### src/rtl/irqarb_pkg.sv
package irqarb_pkg;

    typedef enum logic [1:0] {
        ARB_IDLE = 2'd0,
        ARB_EXT  = 2'd1,
        ARB_TRAP = 2'd2
    } arb_state_t;

endpackage

### src/rtl/irqarb_prio_enc.sv
module irqarb_prio_enc #(
    parameter int LEVELS = 15,
    parameter int LVL_W  = $clog2(LEVELS + 1)
) (
    input  logic [LEVELS:1]   lvl_i,
    output logic              any_o,
    output logic [LVL_W-1:0]  top_o
);

    logic [LVL_W-1:0] win [LEVELS+1];

    assign win[0] = '0;

    // Chain from level 1 upward: a higher active level overrides a lower one.
    for (genvar k = 1; k <= LEVELS; k++) begin : g_chain
        assign win[k] = lvl_i[k] ? LVL_W'(k) : win[k-1];
    end

    assign top_o = win[LEVELS];
    assign any_o = |lvl_i;

endmodule

### src/rtl/irqarb_tagger.sv
module irqarb_tagger #(
    parameter int              LVL_W    = 4,
    parameter int              IDX_W    = 8,
    parameter logic [IDX_W-1:0] EXT_BASE = 8'h10
) (
    input  logic [LVL_W-1:0] top_i,
    input  logic [IDX_W-1:0] idx_i,
    output logic [IDX_W-1:0] cand_o,
    output logic             is_ext_o
);

    localparam int HI_W = IDX_W - LVL_W;

    assign cand_o   = EXT_BASE | {{HI_W{1'b0}}, top_i};
    assign is_ext_o = (idx_i[IDX_W-1:LVL_W] == EXT_BASE[IDX_W-1:LVL_W]);

endmodule

### src/rtl/irqarb_ctrl.sv
module irqarb_ctrl
    import irqarb_pkg::*;
#(
    parameter int LVL_W = 4,
    parameter int IDX_W = 8
) (
    input  logic             clk,
    input  logic             rst_n,
    input  logic             any_i,
    input  logic [IDX_W-1:0] cand_i,
    input  logic             wr_i,
    input  logic [IDX_W-1:0] wr_idx_i,
    input  logic             wr_is_ext_i,
    input  logic             ack_i,
    output logic [IDX_W-1:0] idx_o,
    output logic             req_o
);

    arb_state_t       st_q, st_d;
    logic [IDX_W-1:0] idx_q, idx_d;
    logic             req_q, req_d;

    always_comb begin
        st_d  = st_q;
        idx_d = idx_q;
        req_d = req_q;
        if (ack_i) begin
            st_d  = ARB_IDLE;
            idx_d = '0;
            req_d = 1'b0;
        end else if (wr_i) begin
            idx_d = wr_idx_i;
            req_d = 1'b0;
            if (wr_idx_i == '0) begin
                st_d = ARB_IDLE;
            end else if (wr_is_ext_i) begin
                st_d = ARB_EXT;
            end else begin
                st_d = ARB_TRAP;
            end
        end else begin
            unique case (st_q)
                ARB_IDLE: begin
                    if (any_i) begin
                        st_d  = ARB_EXT;
                        idx_d = cand_i;
                        req_d = 1'b1;
                    end
                end
                ARB_EXT: begin
                    if (any_i) begin
                        idx_d = cand_i;
                        if (cand_i != idx_q) begin
                            req_d = 1'b1;
                        end
                    end else begin
                        st_d  = ARB_IDLE;
                        idx_d = '0;
                        req_d = 1'b0;
                    end
                end
                ARB_TRAP: begin
                    st_d = ARB_TRAP;
                end
                default: begin
                    st_d  = ARB_IDLE;
                    idx_d = '0;
                    req_d = 1'b0;
                end
            endcase
        end
    end

    // State register
    always_ff @(posedge clk or negedge rst_n) begin
        if (!rst_n) begin
            st_q <= ARB_IDLE;
        end else begin
            st_q <= st_d;
        end
    end

    // Output registers
    always_ff @(posedge clk or negedge rst_n) begin
        if (!rst_n) begin
            idx_q <= '0;
            req_q <= 1'b0;
        end else begin
            idx_q <= idx_d;
            req_q <= req_d;
        end
    end

    assign idx_o = idx_q;
    assign req_o = req_q;

endmodule

### src/rtl/irq_level_arbiter.sv
module irq_level_arbiter #(
    parameter int               LEVELS   = 15,
    parameter int               IDX_W    = 8,
    parameter logic [IDX_W-1:0] EXT_BASE = 8'h10
) (
    input  logic              clk,
    input  logic              rst_n,
    input  logic [LEVELS:1]   irq_lvl_i,
    input  logic              trap_wr_i,
    input  logic [IDX_W-1:0]  trap_idx_i,
    input  logic              trap_ack_i,
    output logic [IDX_W-1:0]  pend_idx_o,
    output logic              hard_req_o
);

    localparam int LVL_W = $clog2(LEVELS + 1);

    logic             any_lvl;
    logic [LVL_W-1:0] top_lvl;
    logic [IDX_W-1:0] cand;
    logic             cur_is_ext;
    logic [IDX_W-1:0] wr_cand_unused;
    logic             wr_is_ext;

    irqarb_prio_enc #(.LEVELS(LEVELS), .LVL_W(LVL_W)) u_enc (
        .lvl_i (irq_lvl_i),
        .any_o (any_lvl),
        .top_o (top_lvl)
    );

    irqarb_tagger #(.LVL_W(LVL_W), .IDX_W(IDX_W), .EXT_BASE(EXT_BASE)) u_tag (
        .top_i    (top_lvl),
        .idx_i    (pend_idx_o),
        .cand_o   (cand),
        .is_ext_o (cur_is_ext)
    );

    irqarb_tagger #(.LVL_W(LVL_W), .IDX_W(IDX_W), .EXT_BASE(EXT_BASE)) u_wtag (
        .top_i    (top_lvl),
        .idx_i    (trap_idx_i),
        .cand_o   (wr_cand_unused),
        .is_ext_o (wr_is_ext)
    );

    irqarb_ctrl #(.LVL_W(LVL_W), .IDX_W(IDX_W)) u_ctrl (
        .clk         (clk),
        .rst_n       (rst_n),
        .any_i       (any_lvl),
        .cand_i      (cand),
        .wr_i        (trap_wr_i),
        .wr_idx_i    (trap_idx_i),
        .wr_is_ext_i (wr_is_ext),
        .ack_i       (trap_ack_i),
        .idx_o       (pend_idx_o),
        .req_o       (hard_req_o)
    );

    logic unused_ok;
    assign unused_ok = cur_is_ext ^ (|wr_cand_unused);

endmodule

### config.mk
export PLATFORM = sky130hd
export DESIGN_NAME = irq_level_arbiter
export DESIGN_NICKNAME = d
export VERILOG_FILES = /design/src/rtl/irqarb_pkg.sv /design/src/rtl/irqarb_prio_enc.sv /design/src/rtl/irqarb_tagger.sv /design/src/rtl/irqarb_ctrl.sv /design/src/rtl/irq_level_arbiter.sv
export SDC_FILE = /design/constraint.sdc
export NUM_CORES = 1
export LEC_CHECK = 0
export BUFFER_PORTS_ARGS = -buffer_cell sky130_fd_sc_hd__buf_2
export CORE_MARGIN = 2
export CORE_UTILIZATION = 35
export DETAILED_ROUTE_END_ITERATION = 8
export PLACE_DENSITY = 0.71
export SETUP_SLACK_MARGIN = 0.02
export SLEW_MARGIN = 20
export SYNTH_ARGS = -nofsm -noshare
export SYNTH_HDL_FRONTEND = slang
export SYNTH_SLANG_ARGS = --single-unit
### constraint.sdc
create_clock -name clk -period 5.1 [get_ports clk]
set_input_delay 0.255 -clock clk [delete_from_list [all_inputs] [get_ports clk]]
set_output_delay 0.255 -clock clk [all_outputs]
set_load 0.005 [all_outputs]
==> metrics.sh <==
AVGROUTEDWIREPERCELL_UM=13.1
BOUNDARYPINS=36
DETAIL_ROUTE.DRC_VIOLATIONS=0
SEQUENTIAL_ELEMENT_SHARE_OF_THE_SYNTHESIZED_AREA=0.349
MAXIMUM_CLOCK_PATH_BUFFER_COUNT=2
CAP_VIOLATIONS=0
WORSTMARGINPINSLEW_PS=613
SYNTH_EDF_COUNT=0
TOTALWIRELENGTH_UM=1930
FINALHOLDVIOLATIONS=0
SETUP-TNS-FINAL_PS=0
GRT-OVFL-TOTAL=0
MAPPEDNETLISTAREA_UM2=790
TOTAL_POWER_uW=208
PLACED_CELLS=142
VIA_PER_INST=5.35
PERIOD_NEEDED_PS=2180
CELLLEAKAGEPOWER_uW=0.000467
RELSLEWSLACK=0.591
SYNTH_COMMON_CELLS='sky130_fd_sc_hd__dfrtp_1, sky130_fd_sc_hd__nor2_1, sky130_fd_sc_hd__a22oi_1, sky130_fd_sc_hd__inv_1, sky130_fd_sc_hd__nand2_1'
POSTSYNTHCELLCOUNT=81
DRIVE_GT1_FRAC=0.378
FINALCLOCKSKEW_PS=6.06
GRT_MAX_DEGREE=12
SYNTHDOMINANTAREACELLTYPE='sky130_fd_sc_hd__dfrtp_1'
DIE_Y_UM=51.5
GLOBALROUTETOTALUTIL=0.155
MAX_CLOCK_FREQ_MHz=459
VDD_IR_DROP_MAX_mV=0.117
NUM_VIAS=786
POWER_PER_CELL_AREA_nW_PER_UM2=204
DRT_ITER0_DRC=13
GRT_PASS1_VIAS=752
FLOORPLAN.INITIALDENSITY=0.364
WORSTPATHARRIVAL_PS=2370
CP_DATA_REQUIRED_TIME_PS=5290
FILLCELLCOUNT=223
GRT_ANTENNA_BEFORE_REPAIR=0
CRITPATHMAXFANOUT=10
CTS_TREE='built'
CP-END-KIND='flop'
FINAL_NET_COUNT=147
FLOORPLAN.CORE_AREA_UM2=2170
FLOORPLAN.ROWS=17
RSZ0062_AT_GRT='false'
PLACE.GP.CONGESTION=0.800
TIMING.FINAL.MAX_SLEW_VIOLATIONS=0
SYN-MEAN-INSTANCE-AREA_UM2=9.75
YS.WARNINGS.COUNT=0
NETLIST-CELL-TYPE-COUNT=36
CTS.SINKS=11
CTS_RESIZED=0
YOSYS_REGISTER_BITS=11
CRITICAL_PATH_LAUNCH_POINT_TYPE='input port'
YS_TOP_CELLS_BY_AREA='sky130_fd_sc_hd__dfrtp_1, sky130_fd_sc_hd__a22oi_1, sky130_fd_sc_hd__nor2_1, sky130_fd_sc_hd__a2111oi_4, sky130_fd_sc_hd__nand4bb_4'
PLACEDINSTANCEAREA_UM2=981
LAYOUTNONFILLERINSTCOUNT=147
MIN_PATH_TYPE='input port to flop'
ANT_NETS=0
HPWL_UM=1560
CTS-ROOT-BUF='sky130_fd_sc_hd__clkbuf_4'
ASYNC_FLOP_SHARE=1.00
SYN2LAYOUT_AREA_GROWTH_PCT=28.8
DIE_X_UM=51.5
PORTBUFFERS=35
CTS.CLK_SLEW.WORST_PATHS_PS=70
FINAL_MIN_PERIOD_OVER_CLOCK_PERIOD=0.427
DRT_FIRST_PASS_ITERS=6
RESULT_OF_THE_RUN='completed'
MOST_FREQUENT_CELL_AFTER_SYNTHESIS='sky130_fd_sc_hd__dfrtp_1'
MAPPED_NETS=108
SYNTH_TOP_FLOP_CELL='sky130_fd_sc_hd__dfrtp_1'
REGISTER_AREA_UM2=275
INSERTEDDIODECOUNT=0
GRT_FIRST_PASS_WIRELENGTH_UM=3130
FINAL-SETUP-VIOL-COUNT=0
FINALINSTANCEAREA_UM2=1020
SYNTH_LARGEST_TYPE_AREA_FRACTION=0.349
DIE_AREA_UM2=2650
MULTI_INPUT_COMB_AREA_UM2=477
CLKLATENCYLATEPIN_PS=270
CTS.HTREE.LEVELS=1
TIMING.SETUP.CRITICAL_PATH_CLASS='input port to flop'
NUMCTSBUFFERS=3
stage by stage:
stage                     hold WS (ps)  setup WS [ps]  utilization
after global placement             135           2710        0.452
after floorplan                  -40.6           2970            -
after CTS                          208           2930        0.469
after detailed placement           143           2660        0.452
after global routing               218           2810        0.469
final                              220           2920        0.469
routing by layer:
metal | track usage | part of all wire
met1 | 0.196 | 0.48
met2 | 0.269 | 0.45
met3 | 0.0230 | 0.066
met4 | 0.0526 | 0.0041
met5 | 0 | 0
path summary, 6_finish.rpt:
path | from | to | slack, ps | cells after the start
max | irq_lvl_i[8] | u_ctrl.req_o | 2920 | 7
min | trap_idx_i[6] | u_ctrl.idx_o[6] | 220 | 2
max reg2reg | u_ctrl.st_q[1] | u_ctrl.req_o | 3180 | 5
min reg2reg | u_ctrl.req_o | u_ctrl.req_o | 510 | 2
max in group asynchronous | rst_n | u_ctrl.idx_o[1] | 4510 | 2
min in group asynchronous | rst_n | u_ctrl.st_q[0] | 380 | 2
cell type report:
class,instances,area share
multi-input combinational,63,0.469
sequential,11,0.271
timing repair buffer,36,0.182
tap,28,0.0344
clock buffer,4,0.0258
inverter,5,0.0185
where the power goes:
part           total (uW)  internal, uW  switching, uW  leakage, uW
sequential           98.1          92.9           5.12     0.000144
combinational        50.7          24.4           26.3     0.000308
clock                59.1          30.3           28.8    0.0000150
total                 208           148           60.3     0.000467
timing repair:
action / 4_1_cts / 5_1_grt
hold endpoints to repair: 11 / 0
buffers inserted: 0 / 0
hold buffers: 1 / 0
state kept, by name (all words and copies together) (netlist names):
signal and cells:
u_ctrl.idx_o 8, u_ctrl.req_o 1, u_ctrl.st_q 2
worst max-delay path, stage by stage:
cell	delay [ps]
sky130_fd_sc_hd__buf_2	110
sky130_fd_sc_hd__or4_1	540
sky130_fd_sc_hd__nand2b_4	180
sky130_fd_sc_hd__nand4bb_4	280
sky130_fd_sc_hd__a2111oi_4	670
sky130_fd_sc_hd__o21ba_1	240
sky130_fd_sc_hd__o22ai_2	100
layout by cell type (no fill, tap or decap), types with 3 or more instances in the layout:
cell type	instances
sky130_fd_sc_hd__a22o_1	3
sky130_fd_sc_hd__a22oi_1	5
sky130_fd_sc_hd__buf_2	35
sky130_fd_sc_hd__clkbuf_4	3
sky130_fd_sc_hd__dfrtp_1	11
sky130_fd_sc_hd__inv_1	5
sky130_fd_sc_hd__nand2_1	5
sky130_fd_sc_hd__nor2_1	8
sky130_fd_sc_hd__nor2b_1	3
sky130_fd_sc_hd__nor3_1	3
sky130_fd_sc_hd__o21ai_0	3
sky130_fd_sc_hd__o21ai_1	3
kinds of logic (layout without fill, tap and decap cells):
| family | Yosys count | after routing | synth area share |
|---|---|---|---|
| flip-flops | 11 | 11 | 0.349 |
| XOR/XNOR | 4 | 4 | 0.0444 |
| AND/OR/NAND/NOR | 32 | 32 | 0.282 |
| buffers and inverters | 7 | 45 | 0.0475 |
| AO/OA/AOI/OAI | 27 | 27 | 0.277 |
No activity file was read; power rests on OpenSTA's default activity.
